==> src/rtl/tsch_slot_pkg.sv <==
// Shared definitions for the slotframe timeslot scheduler.
// Assumes: slot kinds fit a 2-bit code that consumers decode directly.
package tsch_slot_pkg;

    typedef enum logic [1:0] {
        KIND_ADV    = 2'b00,
        KIND_CTRL   = 2'b01,
        KIND_MGMT   = 2'b10,
        KIND_SHARED = 2'b11
    } slot_kind_e;

endpackage

==> src/rtl/tsch_mod_counter.sv <==
// Modulo-MOD counter with a synchronous load.
// Counts 0..MOD-1 on each step and wraps to 0. Load has priority over step.
// Assumes: the caller only presents load values below MOD.
module tsch_mod_counter #(
    parameter int MOD = 50,
    parameter int W   = (MOD > 1) ? $clog2(MOD) : 1
) (
    input  logic         clk,
    input  logic         rst_n,
    input  logic         step,
    input  logic         load,
    input  logic [W-1:0] load_val,
    output logic [W-1:0] value
);

    localparam logic [W-1:0] LAST_V = W'(MOD - 1);

    logic [W-1:0] cnt_q;

    // Count state: reset, load, or step with wrap at MOD-1.
    always_ff @(posedge clk) begin
        if (!rst_n) begin
            cnt_q <= '0;
        end else if (load) begin
            cnt_q <= load_val;
        end else if (step) begin
            if (cnt_q == LAST_V) begin
                cnt_q <= '0;
            end else begin
                cnt_q <= cnt_q + W'(1);
            end
        end
    end

    assign value = cnt_q;

endmodule

==> src/rtl/tsch_slot_classifier.sv <==
// Decodes the slot kind from a slot index within a group.
// Index 0 is advertisement, SHARED_IDX is shared, other odd indices are
// control and other even indices are management.
// Assumes: SHARED_IDX is even and nonzero, so the odd rule never overlaps it.
module tsch_slot_classifier
    import tsch_slot_pkg::*;
#(
    parameter int SLOTS      = 50,
    parameter int SHARED_IDX = 24,
    parameter int W          = (SLOTS > 1) ? $clog2(SLOTS) : 1
) (
    input  logic [W-1:0] slot_idx,
    output logic [1:0]   kind
);

    localparam logic [W-1:0] SHARED_V = W'(SHARED_IDX);

    slot_kind_e kind_e;

    // Priority decode of position to kind.
    always_comb begin
        if (slot_idx == '0) begin
            kind_e = KIND_ADV;
        end else if (slot_idx == SHARED_V) begin
            kind_e = KIND_SHARED;
        end else if (slot_idx[0]) begin
            kind_e = KIND_CTRL;
        end else begin
            kind_e = KIND_MGMT;
        end
    end

    assign kind = kind_e;

endmodule

==> src/rtl/tsch_slot_timer.sv <==
// Slotframe timeslot scheduler top.
// Chains a sub-slot tick counter, a slot-in-group counter and a
// group-in-frame counter, decodes the slot kind and raises start pulses.
// A valid load realigns slot and group, clears the tick count and
// suppresses the pulses for that cycle. Out-of-range loads are ignored.
// Assumes: tick_en is a single-cycle enable synchronous to clk.
module tsch_slot_timer #(
    parameter int TICKS_PER_SLOT   = 10000,
    parameter int SLOTS_PER_GROUP  = 50,
    parameter int GROUPS_PER_FRAME = 120,
    parameter int SHARED_SLOT      = 24,
    localparam int TICK_W  = (TICKS_PER_SLOT > 1)   ? $clog2(TICKS_PER_SLOT)   : 1,
    localparam int SLOT_W  = (SLOTS_PER_GROUP > 1)  ? $clog2(SLOTS_PER_GROUP)  : 1,
    localparam int GROUP_W = (GROUPS_PER_FRAME > 1) ? $clog2(GROUPS_PER_FRAME) : 1
) (
    input  logic               clk,
    input  logic               rst_n,
    input  logic               tick_en,
    input  logic               load_en,
    input  logic [SLOT_W-1:0]  load_slot,
    input  logic [GROUP_W-1:0] load_group,
    output logic [SLOT_W-1:0]  slot_idx,
    output logic [GROUP_W-1:0] group_idx,
    output logic [1:0]         slot_kind,
    output logic               slot_start,
    output logic               group_start
);

    localparam logic [TICK_W-1:0]  TICK_LAST  = TICK_W'(TICKS_PER_SLOT - 1);
    localparam logic [SLOT_W-1:0]  SLOT_LAST  = SLOT_W'(SLOTS_PER_GROUP - 1);
    localparam logic [GROUP_W-1:0] GROUP_LAST = GROUP_W'(GROUPS_PER_FRAME - 1);

    logic [TICK_W-1:0]  tick_cnt;
    logic [SLOT_W-1:0]  slot_cnt;
    logic [GROUP_W-1:0] group_cnt;
    logic               load_ok;
    logic               tick_wrap;
    logic               slot_wrap;
    logic               slot_start_q;
    logic               group_start_q;

    // Accept a load only when both indices are in range.
    always_comb begin
        load_ok = load_en && (load_slot <= SLOT_LAST) && (load_group <= GROUP_LAST);
    end

    // Boundary detection along the counter chain.
    always_comb begin
        tick_wrap = tick_en && (tick_cnt == TICK_LAST);
        slot_wrap = tick_wrap && (slot_cnt == SLOT_LAST);
    end

    tsch_mod_counter #(.MOD(TICKS_PER_SLOT), .W(TICK_W)) u_tick (
        .clk      (clk),
        .rst_n    (rst_n),
        .step     (tick_en),
        .load     (load_ok),
        .load_val ('0),
        .value    (tick_cnt)
    );

    tsch_mod_counter #(.MOD(SLOTS_PER_GROUP), .W(SLOT_W)) u_slot (
        .clk      (clk),
        .rst_n    (rst_n),
        .step     (tick_wrap),
        .load     (load_ok),
        .load_val (load_slot),
        .value    (slot_cnt)
    );

    tsch_mod_counter #(.MOD(GROUPS_PER_FRAME), .W(GROUP_W)) u_group (
        .clk      (clk),
        .rst_n    (rst_n),
        .step     (slot_wrap),
        .load     (load_ok),
        .load_val (load_group),
        .value    (group_cnt)
    );

    tsch_slot_classifier #(
        .SLOTS      (SLOTS_PER_GROUP),
        .SHARED_IDX (SHARED_SLOT),
        .W          (SLOT_W)
    ) u_kind (
        .slot_idx (slot_cnt),
        .kind     (slot_kind)
    );

    // Start pulses accompany the advanced indices; a load suppresses them.
    always_ff @(posedge clk) begin
        if (!rst_n) begin
            slot_start_q  <= 1'b0;
            group_start_q <= 1'b0;
        end else begin
            slot_start_q  <= tick_wrap && !load_ok;
            group_start_q <= slot_wrap && !load_ok;
        end
    end

    assign slot_idx    = slot_cnt;
    assign group_idx   = group_cnt;
    assign slot_start  = slot_start_q;
    assign group_start = group_start_q;

endmodule

==> config.mk <==
export PLATFORM = sky130hd
export DESIGN_NAME = tsch_slot_timer
export DESIGN_NICKNAME = d
export VERILOG_FILES = /design/src/rtl/tsch_slot_pkg.sv /design/src/rtl/tsch_mod_counter.sv /design/src/rtl/tsch_slot_classifier.sv /design/src/rtl/tsch_slot_timer.sv
export SDC_FILE = /design/constraint.sdc
export NUM_CORES = 1
export LEC_CHECK = 0
export ABC_AREA = 0
export CAP_MARGIN = 20
export CORE_ASPECT_RATIO = 0.6
export CORE_MARGIN = 2
export CORE_UTILIZATION = 50
export DETAILED_ROUTE_END_ITERATION = 6
export DONT_BUFFER_PORTS = 1
export PLACE_DENSITY = 0.61
export SLEW_MARGIN = 25
export SYNTH_ARGS = -nofsm -noshare
export SYNTH_HDL_FRONTEND = slang
export SYNTH_HIERARCHICAL = 1
export SYNTH_SLANG_ARGS = --single-unit
==> constraint.sdc <==
create_clock -name clk -period 6.1 [get_ports clk]
set_input_delay 0.61 -clock clk [delete_from_list [all_inputs] [get_ports clk]]
set_output_delay 0.61 -clock clk [all_outputs]
set_load 0.005 [all_outputs]
==> results <==
- In this run the tool buffered the top-level ports with 0 buffer cells.
- The first global-routing pass estimated 7576 um of wire.
- The number of enable-type register cells in the synthesized netlist is 0.
- The warning count from the yosys run is 6.
- The largest net degree at the start of global routing is 33.
- In this run, CTS created clock tree buffers numbering 5.
- Setup violations remaining at the end of the flow were counted as 0.
- The worst clock skew on the final layout is 0.003705 ns.
- The routed layout has 1,808 vias.
- 0 antenna diodes ended up in the layout.
- The tool flagged a number of max-cap violations equal to 0.
- For this run, the post-layout net count is 262.
- The path class of the tightest hold or removal check is input port to register.
- Once the clock tree was built, the setup fixing pass inserted 0 buffers.
- The routed wire length per instance is 16.35 um.
- The library cells used most frequently in the layout, excluding fill and tap cells, are sky130_fd_sc_hd__dfxtp_1, sky130_fd_sc_hd__a21oi_1, sky130_fd_sc_hd__nand2_1.
- The starting density of the core is 0.5389.
- The share of synthesized registers carrying an async set or reset is 0.
- The run finished with clean final reports.
- The die covers 4116 um^2.
- Data arrives at the worst endpoint at 3.04 ns.
- The worst setup path is captured at a register.
- The count of boundary I/O pins is 34.
- The congestion estimate from routability-driven global placement came to 0.9002.
- Measured against its own limit, the worst slew margin works out to 0.5922.
- For the pin with the worst max-slew slack, the measured transition is 0.6071 ns.
- Summed over all failing endpoints, the final setup total negative slack is 0 ns.
- CTS saw 29 sinks.
- Wires add up to 4677 um.
- The required time at the endpoint of the critical path is 6.32 ns.
- The synthesized area per cell is 8.079 um^2.
- The proportion of netlist area held by the largest area contributor is 0.3222.
- The via-per-instance ratio is 6.322.
- After detailed placement, the design holds a cell count of 278.
- The cell chosen for the clock root is sky130_fd_sc_hd__clkbuf_8.
- The worst setup path is launched from a register.
- Row generation in the floorplan step produced 16 rows.
- The maximum clock rate is 0.3543 GHz.
- The cell area after technology mapping is 1802 um^2.
- In this run the number of H-tree levels came out at 2.
- The clock latency reported for the late side of the worst-skew pair is 0.28 ns.
- After the first detailed-routing iteration, the DRC count stood at 135.
- The clock passes through at most 2 buffers.
- After clock tree synthesis, the clock-pin slew on the worst setup and hold paths is 0.07 ns.
- For this run, the register share of the synthesized area comes to 0.3222.
- The share of post-route cells with drive strength above 1 is 0.07469.
- The height of the die is 50.50 um.
- The total count of max-transition violations in the final report came to 0.
- The clock period could shrink to 2.822 ns.
- In this run the worst path has a maximum fanout of 11.
- The residual DRC count is 0.
- The initial antenna violation count is 0.
- The core area is 3343 um^2.
- The finished layout holds 286 standard cells, fillers aside.
- TritonCTS built the clock tree.
- The first detailed-routing pass ran for 4 iterations.
- In this run the horizontal extent of the chip is 81.50 um.
- In this run, synthesis produced a sequential element count of 29.
- The most frequent standard cell in the layout excluding fill and tap cells is sky130_fd_sc_hd__dfxtp_1.
- Summed over all cells, the static leakage comes to 0.7057 nW.
- The via count of the first global-routing pass came to 1,594.
- The post-cts sizing count is 0.
- Yosys attributes the largest share of cell area to sky130_fd_sc_hd__dfxtp_1, sky130_fd_sc_hd__a21oi_1, sky130_fd_sc_hd__o21ai_0.
- The largest vdd supply drop is 0.0001186 V.
- The type of the worst setup path is register to register.
- For this run the aggregate overflow at the end of global routing stands at 0.
- The flop-to-flop setup slack is 3.28 ns.
- Compared with the post-synthesis result, the final layout area differs by 10.76%.
- Once detail routing completed, the nets flagged for antenna violations numbered 0.
- Setup repair after global routing left no endpoint under its margin.
- The biggest area consumer among synthesized cells is sky130_fd_sc_hd__dfxtp_1.
- The design draws 458.1 uW.
- The final number of hold-violating endpoints is 0.
- The share of the cycle needed by the critical path after routing is 0.4626.
- The total track usage is 0.2407.
- Once detailed placement completed, the half-perimeter wirelength came to 3395 um.
- The cell count after synthesis is 223.
- The count of unique library cells instantiated by Yosys is 55.
- The count of hold-fix buffers inserted at cts is 0.
- For this run, the leading register cell type out of synthesis is sky130_fd_sc_hd__dfxtp_1.
- For this design the ratio of total power to cell area is 229.6 nW/um^2.
## area by class of cell
type | instances | area [um^2]
fill | 286 | 1348
clock inverter | 1 | 5.005
inverter | 12 | 45.04
clock buffer | 7 | 96.34
multi-input combinational | 192 | 1212
tap | 45 | 56.30
sequential | 29 | 580.6
## power by group
part	switching, mW	total [mW]	leakage (nW)	internal, mW
registers	0.0258	0.228	0.239	0.202
clock network	0.0753	0.177	0.0542	0.102
logic	0.0294	0.0528	0.413	0.0234
## worst max-delay path, cell delays in order, from the launching register on
cell and delay [ns]:
sky130_fd_sc_hd__dfxtp_1 0.39, sky130_fd_sc_hd__or4b_4 0.58, sky130_fd_sc_hd__nor4_4 0.58, sky130_fd_sc_hd__and4_1 0.46, sky130_fd_sc_hd__inv_1 0.14, sky130_fd_sc_hd__a211o_2 0.33
sky130_fd_sc_hd__a21o_1 0.17, sky130_fd_sc_hd__a21oi_2 0.12
## synthesized netlist by cell type, drive strengths merged (2+ instances only)
cell and count:
a21oi 21, a31oi 3, a41oi 2, and2 2
and3 9, and4 3, buf 2, dfxtp 29
ha 5, inv 11, nand2 20, nand2b 2
nand3 12, nand4 9, nand4b 2, nand4bb 2
nor2 11, nor2b 2, nor3 5, nor3b 4
nor4 2, nor4b 3, o2111ai 2, o211ai 2
o21ai 20, o22ai 3, or3 3, xnor2 7
xor2 7
## sequential cells by signal (all words and copies together), names as in the netlist
name / flops
u_slot/value: 6
u_tick/value: 14
u_group/value: 7
slot_start: 1
group_start: 1
## cells by family (layout without fill, tap and decap cells)
kind of cell / after synthesis / count (layout) / share of synthesized area
other: 1 / 14 / 0.002081
AND/OR/NAND/NOR: 96 / 96 / 0.3243
multiplexers: 1 / 1 / 0.005556
XOR/XNOR: 14 / 14 / 0.06806
AO/OA/AOI/OAI: 62 / 62 / 0.2104
adder cells (fa/ha/maj): 5 / 5 / 0.03472
flip-flops: 29 / 29 / 0.3222
buffers and inverters: 15 / 20 / 0.03264
## per-stage QoR
stage                 util  cell area [um^2]  setup slack (ns)  hold WS (ns)
floorplan                -              1851             3.883        0.5004
global placement    0.5662              1893             3.349        0.5632
detailed placement  0.5662              1893             3.209        0.5889
CTS                 0.5966              1994             3.302        0.4407
global route        0.5969              1996             3.087        0.4493
finish              0.5969              1996             3.278        0.4487
## per-layer routing
layer	vias up	track usage	routed length (um)
met4	0	0.08757	55
met3	10	0.07914	425
met1	861	0.3657	2324
met2	81	0.3074	1872
met5	-	0	0
li1	856	-	-
## worst paths after layout
check	from	cells after the start	endpoint
worst max register to register	u_tick/value[4]	7	u_group/value[5]
worst min register to register	u_tick/value[10]	2	u_tick/value[10]
worst max-delay path	u_tick/value[4]	7	u_group/value[5]
worst min-delay path	rst_n	1	u_group/value[3]
Power figures use the tool's default switching activity.
